File: src/rtl/rgq_pkg.sv
package rgq_pkg;

    // Default qualification constants
    localparam int unsigned DEF_SYNC_STAGES = 2;
    localparam int unsigned DEF_NOISE_MAX   = 2;
    localparam int unsigned DEF_VALID_MIN   = 10;

    // Length classes of a finished pin assertion
    typedef enum logic [1:0] {
        PCLS_NONE   = 2'd0,
        PCLS_NOISE  = 2'd1,
        PCLS_GLITCH = 2'd2,
        PCLS_VALID  = 2'd3
    } pulse_class_e;

    // Event emitted when an assertion ends
    typedef struct packed {
        logic         fire;
        pulse_class_e cls;
    } pulse_end_t;

    // Sort an assertion length into its class
    function automatic pulse_class_e classify(input int unsigned len,
                                              input int unsigned noise_max,
                                              input int unsigned valid_min);
        if (len == 0)
            return PCLS_NONE;
        else if (len <= noise_max)
            return PCLS_NOISE;
        else if (len < valid_min)
            return PCLS_GLITCH;
        else
            return PCLS_VALID;
    endfunction

endpackage

File: src/rtl/rgq_sync.sv
module rgq_sync #(
    parameter int unsigned STAGES    = 2,
    parameter logic        RESET_VAL = 1'b1
) (
    input  logic clk,
    input  logic rst,
    input  logic d_i,
    output logic q_o
);
    logic [STAGES-1:0] chain_q;

    generate
        for (genvar g = 0; g < STAGES; g++) begin : g_stage
            if (g == 0) begin : g_first
                always_ff @(posedge clk) begin
                    if (rst) chain_q[g] <= RESET_VAL;
                    else     chain_q[g] <= d_i;
                end
            end else begin : g_next
                always_ff @(posedge clk) begin
                    if (rst) chain_q[g] <= RESET_VAL;
                    else     chain_q[g] <= chain_q[g-1];
                end
            end
        end
    endgenerate

    assign q_o = chain_q[STAGES-1];
endmodule

File: src/rtl/rgq_pulse_timer.sv
module rgq_pulse_timer
    import rgq_pkg::*;
#(
    parameter int unsigned NOISE_MAX = DEF_NOISE_MAX,
    parameter int unsigned VALID_MIN = DEF_VALID_MIN
) (
    input  logic       clk,
    input  logic       rst,
    input  logic       asserted_i,
    output logic       valid_hit_o,
    output logic       valid_pulse_o,
    output pulse_end_t end_o
);
    localparam int unsigned CNT_W = $clog2(VALID_MIN + 1);
    localparam logic [CNT_W-1:0] CNT_SAT = CNT_W'(VALID_MIN);

    logic [CNT_W-1:0] cnt_q;
    logic [CNT_W-1:0] cnt_inc;
    logic             valid_q;
    logic             at_sat;

    assign at_sat  = (cnt_q == CNT_SAT);
    assign cnt_inc = at_sat ? cnt_q : cnt_q + 1'b1;

    // Qualification point: the asserted clock that brings the count to VALID_MIN
    assign valid_hit_o = asserted_i && (cnt_q == CNT_SAT - 1'b1);

    always_ff @(posedge clk) begin
        if (rst) begin
            cnt_q   <= '0;
            valid_q <= 1'b0;
        end else begin
            valid_q <= valid_hit_o;
            if (asserted_i) cnt_q <= cnt_inc;
            else            cnt_q <= '0;
        end
    end

    // Judge the length when the assertion ends
    always_comb begin
        end_o.fire = 1'b0;
        end_o.cls  = PCLS_NONE;
        if (!asserted_i && cnt_q != '0) begin
            end_o.fire = 1'b1;
            end_o.cls  = classify(int'(cnt_q), NOISE_MAX, VALID_MIN);
        end
    end

    assign valid_pulse_o = valid_q;

    // request lasts one cycle only
    p_single_req_r2: assert property (@(posedge clk) disable iff (rst)
        valid_q |=> !valid_q);
    // counter never runs past its saturation value
    p_cnt_sat_r2: assert property (@(posedge clk) disable iff (rst)
        cnt_q <= CNT_SAT);
    // a deasserted clock restarts the count
    p_restart_r9: assert property (@(posedge clk) disable iff (rst)
        !asserted_i |=> cnt_q == '0);
endmodule

File: src/rtl/rgq_glitch_flag.sv
module rgq_glitch_flag (
    input  logic clk,
    input  logic rst,
    input  logic set_i,
    input  logic valid_clr_i,
    input  logic sw_clr_i,
    output logic flag_o
);
    logic flag_q;

    // Set dominates every clear source
    always_ff @(posedge clk) begin
        if (rst)                         flag_q <= 1'b0;
        else if (set_i)                  flag_q <= 1'b1;
        else if (valid_clr_i || sw_clr_i) flag_q <= 1'b0;
    end

    assign flag_o = flag_q;

    // a set always lands
    p_set_lands_r8: assert property (@(posedge clk) disable iff (rst)
        set_i |=> flag_o);
    // software clear takes effect when no set competes
    p_sw_clear_r7: assert property (@(posedge clk) disable iff (rst)
        (sw_clr_i && !set_i) |=> !flag_o);
    // qualified reset clears
    p_valid_clear_r5: assert property (@(posedge clk) disable iff (rst)
        (valid_clr_i && !set_i) |=> !flag_o);
    // no event, no change
    p_hold_r3: assert property (@(posedge clk) disable iff (rst)
        (!set_i && !valid_clr_i && !sw_clr_i) |=> $stable(flag_o));
endmodule

File: src/rtl/reset_glitch_qualifier.sv
module reset_glitch_qualifier
    import rgq_pkg::*;
#(
    parameter int unsigned SYNC_STAGES = DEF_SYNC_STAGES,
    parameter int unsigned NOISE_MAX   = DEF_NOISE_MAX,
    parameter int unsigned VALID_MIN   = DEF_VALID_MIN
) (
    input  logic clk,
    input  logic rst,
    input  logic ext_rst_n,
    input  logic sw_wr_en,
    input  logic sw_wr_data,
    output logic valid_rst_req,
    output logic glitch_flag
);
    logic       pin_sync;
    logic       pin_asserted;
    logic       valid_hit;
    logic       glitch_set;
    logic       sw_clr;
    pulse_end_t pulse_end;

    rgq_sync #(
        .STAGES    (SYNC_STAGES),
        .RESET_VAL (1'b1)
    ) u_sync (
        .clk (clk),
        .rst (rst),
        .d_i (ext_rst_n),
        .q_o (pin_sync)
    );

    assign pin_asserted = !pin_sync;

    rgq_pulse_timer #(
        .NOISE_MAX (NOISE_MAX),
        .VALID_MIN (VALID_MIN)
    ) u_timer (
        .clk           (clk),
        .rst           (rst),
        .asserted_i    (pin_asserted),
        .valid_hit_o   (valid_hit),
        .valid_pulse_o (valid_rst_req),
        .end_o         (pulse_end)
    );

    assign glitch_set = pulse_end.fire && (pulse_end.cls == PCLS_GLITCH);
    assign sw_clr     = sw_wr_en && sw_wr_data;

    rgq_glitch_flag u_flag (
        .clk         (clk),
        .rst         (rst),
        .set_i       (glitch_set),
        .valid_clr_i (valid_hit),
        .sw_clr_i    (sw_clr),
        .flag_o      (glitch_flag)
    );

    // power-on reset leaves both outputs low
    p_por_clear_r6: assert property (@(posedge clk)
        rst |=> (!glitch_flag && !valid_rst_req));
    // a request never comes together with a glitch verdict
    p_no_mix_r4: assert property (@(posedge clk) disable iff (rst)
        !(valid_hit && glitch_set));
endmodule

File: config.mk
export PLATFORM = sky130hd
export DESIGN_NAME = reset_glitch_qualifier
export DESIGN_NICKNAME = d
export VERILOG_FILES = /design/src/rtl/rgq_pkg.sv /design/src/rtl/rgq_sync.sv /design/src/rtl/rgq_pulse_timer.sv /design/src/rtl/rgq_glitch_flag.sv /design/src/rtl/reset_glitch_qualifier.sv
export SDC_FILE = /design/constraint.sdc
export NUM_CORES = 1
export LEC_CHECK = 0
export ABC_AREA = 1
export CAP_MARGIN = 15
export CORE_AREA = 5 5 42 44
export CTS_CLUSTER_DIAMETER = 50
export DETAILED_ROUTE_END_ITERATION = 10
export DIE_AREA = 0 0 47 49
export HOLD_SLACK_MARGIN = 0.1
export PLACE_DENSITY = 0.46
export SETUP_SLACK_MARGIN = 0.3
export SYNTH_ARGS = -nofsm -noshare
export SYNTH_HDL_FRONTEND = slang
export SYNTH_SLANG_ARGS = --single-unit
File: constraint.sdc
create_clock -name clk -period 1.25 [get_ports clk]
set_input_delay 0.25 -clock clk [delete_from_list [all_inputs] [get_ports clk]]
set_output_delay 0.25 -clock clk [all_outputs]
set_load 0.01 [all_outputs]
# Word-level counts from Yosys, hierarchy flattened
# Index checks and enable logic that the tools add are counted.
[word_totals]
register_bits = 8
output_inout_bits = 2
word_cells = 27
[op_classes]
n_addsub = 1
order_cmp = 2
eq_ne = 3
n_mux = 6
n_reduce_logical = 10
[op_table]
columns = ["cell", "count"]
rows = [
  ["4-bit equality test (second input constant)", 2],
  ["4-bit by 1-bit adder with 4-bit output (second input constant)", 1],
  ["4-bit by 2-bit <= comparator with 1-bit output (second input constant)", 1],
  ["1-bit logical AND", 4],
  ["4-bit zero test", 1],
  ["4-bit < comparator (second input constant)", 1],
  ["2-bit 2-to-1 mux", 2],
  ["4-bit nonzero test", 1],
  ["1-bit 2-to-1 mux", 3],
  ["3-bit 2-to-1 mux", 1],
  ["2-bit equality test (second input constant)", 1],
  ["2-bit nonzero test", 1],
  ["2-bit OR reduction", 1],
  ["1-bit zero test", 1],
  ["1-bit logical OR", 1],
]

# Longest topological paths before layout
# Gate-level depths: netlist of run 1.
[logic_depth]
ltp_word = 8
ltp_mapped = 7
depth_no_buf = 7

# Modules after synthesis
# A second synthesis of run 1 with hierarchy kept.
[unflattened]
cells_unflattened = 71
area_unflattened_um2 = 483.0
[by_module_without_submodules]
columns = ["module", "instances", "cells_each", "area_each_um2", "seq_area_each_um2"]
rows = [
  ["rgq_pulse_timer", 1, 53, 352.8, 100.1],
  ["rgq_sync", 1, 7, 58.8, 40.0],
  ["rgq_glitch_flag", 1, 6, 50.0, 20.0],
  ["reset_glitch_qualifier", 1, 5, 21.3, 0.0],
]

# Worst setup path before layout of run 1
# Ideal clock, no wire load.
[synth_path]
path_type = "register to register"
from = "register u_timer.cnt_q[0]"
to = "register u_flag.flag_q (netlist: u_flag.flag_o)"
arrival_ns = 0.957
t_required_ns = 1.180
setup_slack_ns = 0.223
stages_incl_launch_ff = 8
path_buffers = 0
synth_period_minus_slack_ns = 1.027
path_cell_list = "dfxtp_1 > inv_1 > ha_1 > inv_1 > nand3_1 > nand2_1 > nand3_1 > a21oi_1"
[synth_via]
elab_chain_len = 8
elab_cells_between_ends = 16
[synth_lines]
columns = ["item", "line", "text"]
rows = [
  ["from (decl)", "rgq_pulse_timer.sv:17", "logic [CNT_W-1:0] cnt_q;"],
  ["from (signal assigned)", "rgq_pulse_timer.sv:34", "if (asserted_i) cnt_q <= cnt_inc;"],
  ["4-bit < comparator", "rgq_pkg.sv:30", "else if (len < valid_min)"],
  ["1-bit 2-to-1 mux", "rgq_pkg.sv:30", ""],
  ["2-bit 2-to-1 mux", "rgq_pkg.sv:28", "else if (len <= noise_max)"],
  ["2-bit 2-to-1 mux", "rgq_pkg.sv:26", "if (len == 0)"],
  ["3-bit 2-to-1 mux", "rgq_pulse_timer.sv:43", "if (!asserted_i && cnt_q != '0) begin"],
  ["2-bit equality test", "reset_glitch_qualifier.sv:47", "assign glitch_set = pulse_end.fire && (pulse_end.cls == PCLS_GLITCH);"],
  ["1-bit logical AND", "reset_glitch_qualifier.sv:47", ""],
  ["1-bit 2-to-1 mux or 2-bit nonzero test (tied branches)", "n/a", ""],
  ["to (signal assigned)", "rgq_glitch_flag.sv:13", "if (rst) flag_q <= 1'b0;"],
  ["to (signal assigned)", "rgq_glitch_flag.sv:14", "else if (set_i) flag_q <= 1'b1;"],
  ["to (signal assigned)", "rgq_glitch_flag.sv:15", "else if (valid_clr_i || sw_clr_i) flag_q <= 1'b0;"],
  ["to (decl)", "rgq_glitch_flag.sv:9", "logic flag_q;"],
]
# Several ways; a longest one is shown, not always the timed one.
# A chain may end at the register's enable or synchronous reset.

# Final worst setup path of run 1
[layout_path]
from = "register u_timer.cnt_q[0]"
to = "register u_timer.cnt_q[1]"
[layout_via]
elab_chain_len = 1
elab_cells_between_ends = 2
[layout_lines]
columns = ["item", "line"]
rows = [
  ["4-bit by 1-bit adder with 4-bit output or 4-bit equality test (tied branches)", "rgq_pulse_timer.sv:23, rgq_pulse_timer.sv:22"],
]
# Several ways; a longest one is shown, not always the timed one.

==> impl_metrics.csv, run 1 <==
group,metric,value,unit
floorplanning,die_h,49,um
finish,fin_area,534,um2
yosys,ys_seq_area_frac,0.432,
placed_design,dp_cells,67,
clock_network,cts_sinks,8,
setup_path,worst_ep_arrival_time,1.12,ns
timing,fin_setup_tns,0,ns
floorplanning,die_area,2300,um2
timing,slew_headroom,0.867,
drt,vias,326,
power,p_per_area,885,nW/um2
min_path,hp-class,"reg2reg",
finish,areaGrowthSynthToFinish,44.3,%
power,peakVddDrop,0.000567,V
global_routing,grt_pass1_wl,1.19,mm
min_path,hold_start,"u_sync.chain_q[0]",
yosys,ys_ff_latch,8,
yosys,avgSynthCellArea,8.42,um2
yosys,netlist_area,370,um2
clock_network,clk_pin_slew,0.05,ns
run,max_cap_violations,0,
finish,nNetsFinal,69,
placed_design,dp_slack,0.00577,ns
setup_path,reg2regPathDepth,6,
placed_design,dp_hpwl,550,um
clock_network,cts_max_path_buffers,2,
finish,fillCellCount,153,
timing,worst_slew_pin_slew,0.199,ns
setup_path,critPathCaptureType,"register",
drt,ant_nets,0,
min_path,min_path_cells,1,
setup_path,rr_endpoint,"u_timer.cnt_q[1]",
setup_path,path_class,"reg2reg",
setup_path,r2r-start,"u_timer.cnt_q[0]",
floorplanning,die_w,47,um
setup_path,r2r_setup_slack,0.25,ns
timing,fin_ws,0.254,ns
min_path,min_delay_worst_endpoint,"u_sync.q_o",
finish,antennaDiodeCount,0,
drt,wl_per_cell,9.72,um
floorplanning,placeableCoreArea,1400,um2
yosys,async_flop_share,0,
yosys,yosys.area.top_type_share,0.432,
timing,clock-skew-final,0.00541,ns
placed_design,finalWeightedCongestion,0.759,
power,p_leak,0.235,nW
power,total_power,473,uW
placed_design,dpl_cell_area,460,um2
setup_path,cp_max_fo,5,
placed_design,port_buffers,6,
finish,instances_no_fill,74,
drt,drc,0,
clock_network,clock_latency,0.24,ns
yosys,synth_area_leaders,"dfxtp_1, ha_1, nand2_1",
yosys,synthCells,44,
timing,hold_ws,0.398,ns
global_routing,overflow,0,
yosys,yosysTopAreaCell,"dfxtp_1",
yosys,synth_enable_flop_cells,0,
timing,max_freq,1000,MHz
yosys,yosysUniqueCellTypes,17,
yosys,yosys_warnings,0,
setup_path,critPathLaunchType,"register",
timing,maxSlewViolCount,0,
timing,setup_violations,0,
drt,dr.pass1.iters,3,
yosys,syn-num-nets,53,
global_routing,grt_start_max_net_pins,6,
floorplanning,ios,7,
floorplanning,rows,14,
clock_network,cts_buffers,3,
clock_network,cts_hold_buf,0,
yosys,yosysMostFrequentCell,"dfxtp_1",
finish,drive_gt1_frac,0.431,
global_routing,antenna_found_initial,0,
yosys,ys_top_cells_by_count,"dfxtp_1, nand2_1, inv_1",
timing,grt_setup_unrepaired,"true",
run_status,status,"finished clean",
floorplanning,initial_core_util,0.264,
global_routing,grt_use_total,0.0733,
yosys,synthFlopType,"dfxtp_1",
clock_network,htreeDepth,1,
clock_network,cts_tree,"yes",
global_routing,grt_pass1_vias,338,
clock_network,cts_root_buffer,"clkbuf_4",
timing,min_period,0.996,ns
setup_path,crit_required,1.38,ns
timing,final_hold_viol_count,0,
drt,dr.first_iter.drc_count,1,
timing,post-route-period-util,0.797,
drt,drt_wl_total,719,um
drt,via_per_inst,4.41,
finish,utilization,0.381,
kinds of logic (layout without fill, tap and decap cells):
family                   after synthesis  after routing  share of synthesized area
AND/OR/NAND/NOR                       18             18                      0.240
flip-flops                             8              8                      0.432
AO/OA/AOI/OAI                          7              7                      0.108
buffers and inverters                  6             20                     0.0608
adder cells (fa/ha/maj)                4              4                      0.135
XOR/XNOR                               1              1                     0.0237
cell type report:
type                    count  area, um2  area share
multi-input cells          30        205       0.384
flip-flops and latches      8        169       0.316
repair buffers             11       90.1       0.169
inverters                   6       27.5      0.0515
clock buffers               3       22.5      0.0422
well taps                  16       20.0      0.0375
per-layer routing:
layer / track usage / part of all wire / vias up
li1: - / - / 172
met1: 0.0705 / 0.42 / 147
met2: 0.109 / 0.49 / 7
met3: 0.0664 / 0.085 / 0
met4: 0.0276 / 0 / 0
met5: 0 / 0 / -
state kept, by name, indices dropped and copies added (netlist names):
signal                 flops
u_sync.q_o                 1
u_timer.valid_pulse_o      1
u_timer.cnt_q              4
u_sync.chain_q             1
u_flag.flag_o              1
where the power goes:
part	internal [mW]	switching, mW	total, mW	leakage [nW]
combinational	0.0213	0.00940	0.0307	0.154
clock	0.109	0.0741	0.183	0.0138
sequential	0.256	0.00339	0.259	0.0671
total	0.386	0.0869	0.473	0.235
how the worst max path moves through the flow:
stage / start / end / slack [ns] / cells past startpoint
2_1_floorplan: u_timer.cnt_q[0] / u_flag.flag_o / 0.30 / 7
3_5_place_dp: rst / u_timer.cnt_q[3] / 0.006 / 4
4_1_cts: u_timer.cnt_q[0] / u_flag.flag_o / 0.26 / 7
3_3_place_gp: rst / u_timer.cnt_q[3] / 0.01 / 4
5_1_grt: u_timer.cnt_q[1] / u_flag.flag_o / 0.22 / 5
6_report: u_timer.cnt_q[0] / u_timer.cnt_q[1] / 0.25 / 6
cells in the final DEF (no fill, tap or decap), drive strengths merged:
master | Yosys | final
inv | 6 | 6
nand2 | 7 | 7
xnor2 | 1 | 1
o21bai | 1 | 1
dlygate4sd2 | 0 | 1
nor2 | 3 | 3
dfxtp | 8 | 8
nand3 | 4 | 4
a21boi | 1 | 1
clkbuf | 0 | 3
nor3 | 1 | 1
buf | 0 | 7
or2 | 3 | 3
ha | 4 | 4
clkdlybuf4s50 | 0 | 3
a21oi | 4 | 4
o21ai | 1 | 1
critical path, cell delays in order (launching register included):
cell and delay (ns):
dfxtp_4 0.38, inv_4 0.05, ha_1 0.20, nand2_2 0.09, inv_2 0.05, nand2_1 0.06, a21oi_1 0.06
repair_timing:
| item | 4_1_cts | 5_1_grt |
|---|---|---|
| setup endpoints to repair | 9 | 6 |
| gates resized for setup | 18 | 3 |
| setup buffers | 4 | 0 |
| pin swaps | 5 | 4 |
| endpoints found under the hold margin | 0 | 0 |
Note: power is estimated with default switching activity, not from simulation.
==> run 2: changes to the inputs <==
==> constraint.sdc (replaced) <==
create_clock -name clk -period 1 [get_ports clk]
set_input_delay 0.2 -clock clk [delete_from_list [all_inputs] [get_ports clk]]
set_output_delay 0.2 -clock clk [all_outputs]
set_load 0.01 [all_outputs]
==> run 2 against run 1 <==
- clock skew increased by 0.0059 ns
- highest routed layer unchanged
- maximum frequency decreased by 3.0%
- the flow now finishes with violations (setup timing)
- final cell count up 4.1%
- first-iteration DRC count rose to 11 times the previous value
==> impl_metrics.csv, run 2 (same netlist as run 1, synthesis figures left out) <==
group,metric,value,unit
floorplanning,rows,14,
setup_path,crit_required,1.18,ns
floorplanning,initial_core_util,0.264,
power,total_power,617,uW
global_routing,grtUsageMet2,0.115,
finish,drive_gt1_frac,0.525,
finish,top_register,"u_timer.cnt_q",
clock_network,cts_hold_buf,0,
power,p_per_area,1050,nW/um2
global_routing,overflow,0,
timing,worst_slew_pin_slew,0.178,ns
timing,maxSlewViolCount,0,
setup_path,reg2regPathDepth,6,
global_routing,groute.layer.met3.usage,0.0554,
timing,min_period,1.03,ns
floorplanning,die_area,2300,um2
drt,ant_nets,0,
placed_design,dp_hpwl,574,um
global_routing,use_met1,0.0749,
global_routing,grt_pass1_wl,1.20,mm
finish,areaGrowthSynthToFinish,59.1,%
setup_path,crit_path_end,"u_timer.cnt_q[0]",
run,max_cap_violations,0,
clock_network,cts_buffers,3,
setup_path,r2r-start,"u_timer.cnt_q[0]",
finish,mostFrequentLayoutCells,"nand2_1, buf_4, a21oi_1, dfxtp_1",
drt,dr.pass1.iters,4,
global_routing,grt_use_total,0.0747,
timing,fin_ws,-0.0267,ns
clock_network,cts_max_path_buffers,2,
finish,fin_area,589,um2
drt,vias,342,
setup_path,critPathCaptureType,"register",
placed_design,dpl_cell_area,503,um2
timing,final_hold_viol_count,0,
drt,dr.first_iter.drc_count,11,
global_routing,grt_pass1_vias,310,
timing,max_freq,974,MHz
setup_path,worst_ep_arrival_time,1.20,ns
global_routing,grt_start_max_net_pins,6,
global_routing,antenna_found_initial,0,
clock_network,cts_tree,"yes",
finish,largest_register_ffs,4,
finish,antennaDiodeCount,0,
setup_path,cp_max_fo,5,
floorplanning,ios,7,
timing,setup_violations,1,
global_routing,grt_busiest_layer,"met2",
run_status,violations,"setup timing",
finish,nNetsFinal,72,
power,peakVddDrop,0.000492,V
min_path,hp-class,"in2reg",
clock_network,cts_sinks,8,
floorplanning,die_w,47,um
drt,via_per_inst,4.44,
floorplanning,die_h,49,um
drt,drc,0,
timing,slew_headroom,0.880,
setup_path,rr_endpoint,"u_timer.cnt_q[0]",
clock_network,clk_pin_slew,0.06,ns
placed_design,port_buffers,6,
floorplanning,placeableCoreArea,1400,um2
drt,wl_per_cell,10.9,um
clock_network,htreeDepth,1,
timing,clock-skew-final,0.0113,ns
clock_network,clock_latency,0.26,ns
drt,drt_wl_total,843,um
finish,layout_commonest_cell,"nand2_1",
setup_path,critPathLaunchType,"register",
timing,post-route-period-util,1.03,
power,p_leak,0.254,nW
run_status,status,"finished with violations",
placed_design,finalWeightedCongestion,0.776,
setup_path,r2r_setup_slack,-0.03,ns
clock_network,cts_root_buffer,"clkbuf_4",
setup_path,path_class,"reg2reg",
setup_path,setup.worst_path.start,"u_timer.cnt_q[0]",
timing,grt_setup_unrepaired,"true",
[run 2: changes by cell type in the layout (fill, tap and decap cells not counted)]
cell,delta
buf_6,+2
nor2_4,+1
dfxtp_2,+1
nor3_2,+1
or2_4,+1
clkdlybuf4s15_1,+1
nand3_1,-2
nand3_2,+2
or2_2,-1
dlygate4sd2_1,-1
nor2_2,-1
buf_4,+1
dfxtp_1,-1
nor3_1,-1
[run 2: power breakdown]
group	leakage, nW	total, mW	internal, mW	switching (mW)
sequential	0.0667	0.324	0.320	0.00371
clock	0.0138	0.245	0.137	0.108
combinational	0.173	0.0485	0.0333	0.0152
[run 2: how the worst min path moves through the flow]
stage | startpoint | endpoint | slack, ns | depth (start not counted)
2_1_floorplan | rst | u_flag.flag_o | 0.27 | 1
3_3_place_gp | u_sync.chain_q[0] | u_sync.q_o | 0.40 | 1
3_5_place_dp | u_sync.chain_q[0] | u_sync.q_o | 0.40 | 1
4_1_cts | rst | u_timer.valid_pulse_o | 0.34 | 3
5_1_grt | rst | u_timer.valid_pulse_o | 0.34 | 3
6_report | rst | u_timer.valid_pulse_o | 0.34 | 3
[run 2: cell type report]
cell class | instances | area, um2
tap | 16 | 20.0
inverter | 6 | 27.5
fill | 159 | 812
multi-input combinational | 30 | 228
timing repair buffer | 14 | 121
clock buffer | 3 | 22.5
sequential | 8 | 170
[run 2: routing by layer]
metal | part of all wire | up-vias
li1 | - | 178
met5 | 0 | -
met4 | 0 | 0
met3 | 0.068 | 0
met2 | 0.55 | 9
met1 | 0.38 | 155
[run 2: through the flow]
step | util | cells | setup WS (ns) | TNS, ns | hold WS [ns]
final | 0.421 | 77 | -0.0267 | -0.0267 | 0.338
after global routing | 0.421 | 77 | -0.0901 | -0.177 | 0.343
after CTS | 0.391 | 74 | -0.00200 | -0.00200 | 0.338
after detailed placement | 0.359 | 69 | -0.222 | -1.02 | 0.395
after global placement | 0.359 | 69 | -0.202 | -1.01 | 0.396
after floorplan | - | 44 | 0.0722 | 0 | 0.269
[run 2: repair_timing]
action,CTS,global route
setup buffers,2,3
pin swaps,5,2
resized for setup,15,6
endpoints found under the setup margin,10,8
endpoints found under the hold margin,0,0
[run 2: critical path, cell delays in order, from the launching register on]
cell and delay (ns):
dfxtp_4 0.37, inv_4 0.07, ha_1 0.15, nand2_2 0.06
inv_2 0.07, nand2_1 0.06, a21oi_1 0.16
==> run 3: changes to the inputs <==
--- a/config.mk
+++ b/config.mk
@@ -11,6 +11,7 @@
 export CTS_CLUSTER_DIAMETER = 50
 export DETAILED_ROUTE_END_ITERATION = 10
 export DIE_AREA = 0 0 47 49
+export GPL_ROUTABILITY_DRIVEN = 0
 export HOLD_SLACK_MARGIN = 0.1
 export PLACE_DENSITY = 0.46
 export SETUP_SLACK_MARGIN = 0.3
==> results of run 3 <==
The final DEF is identical to that of run 2; final timing and power are the same.
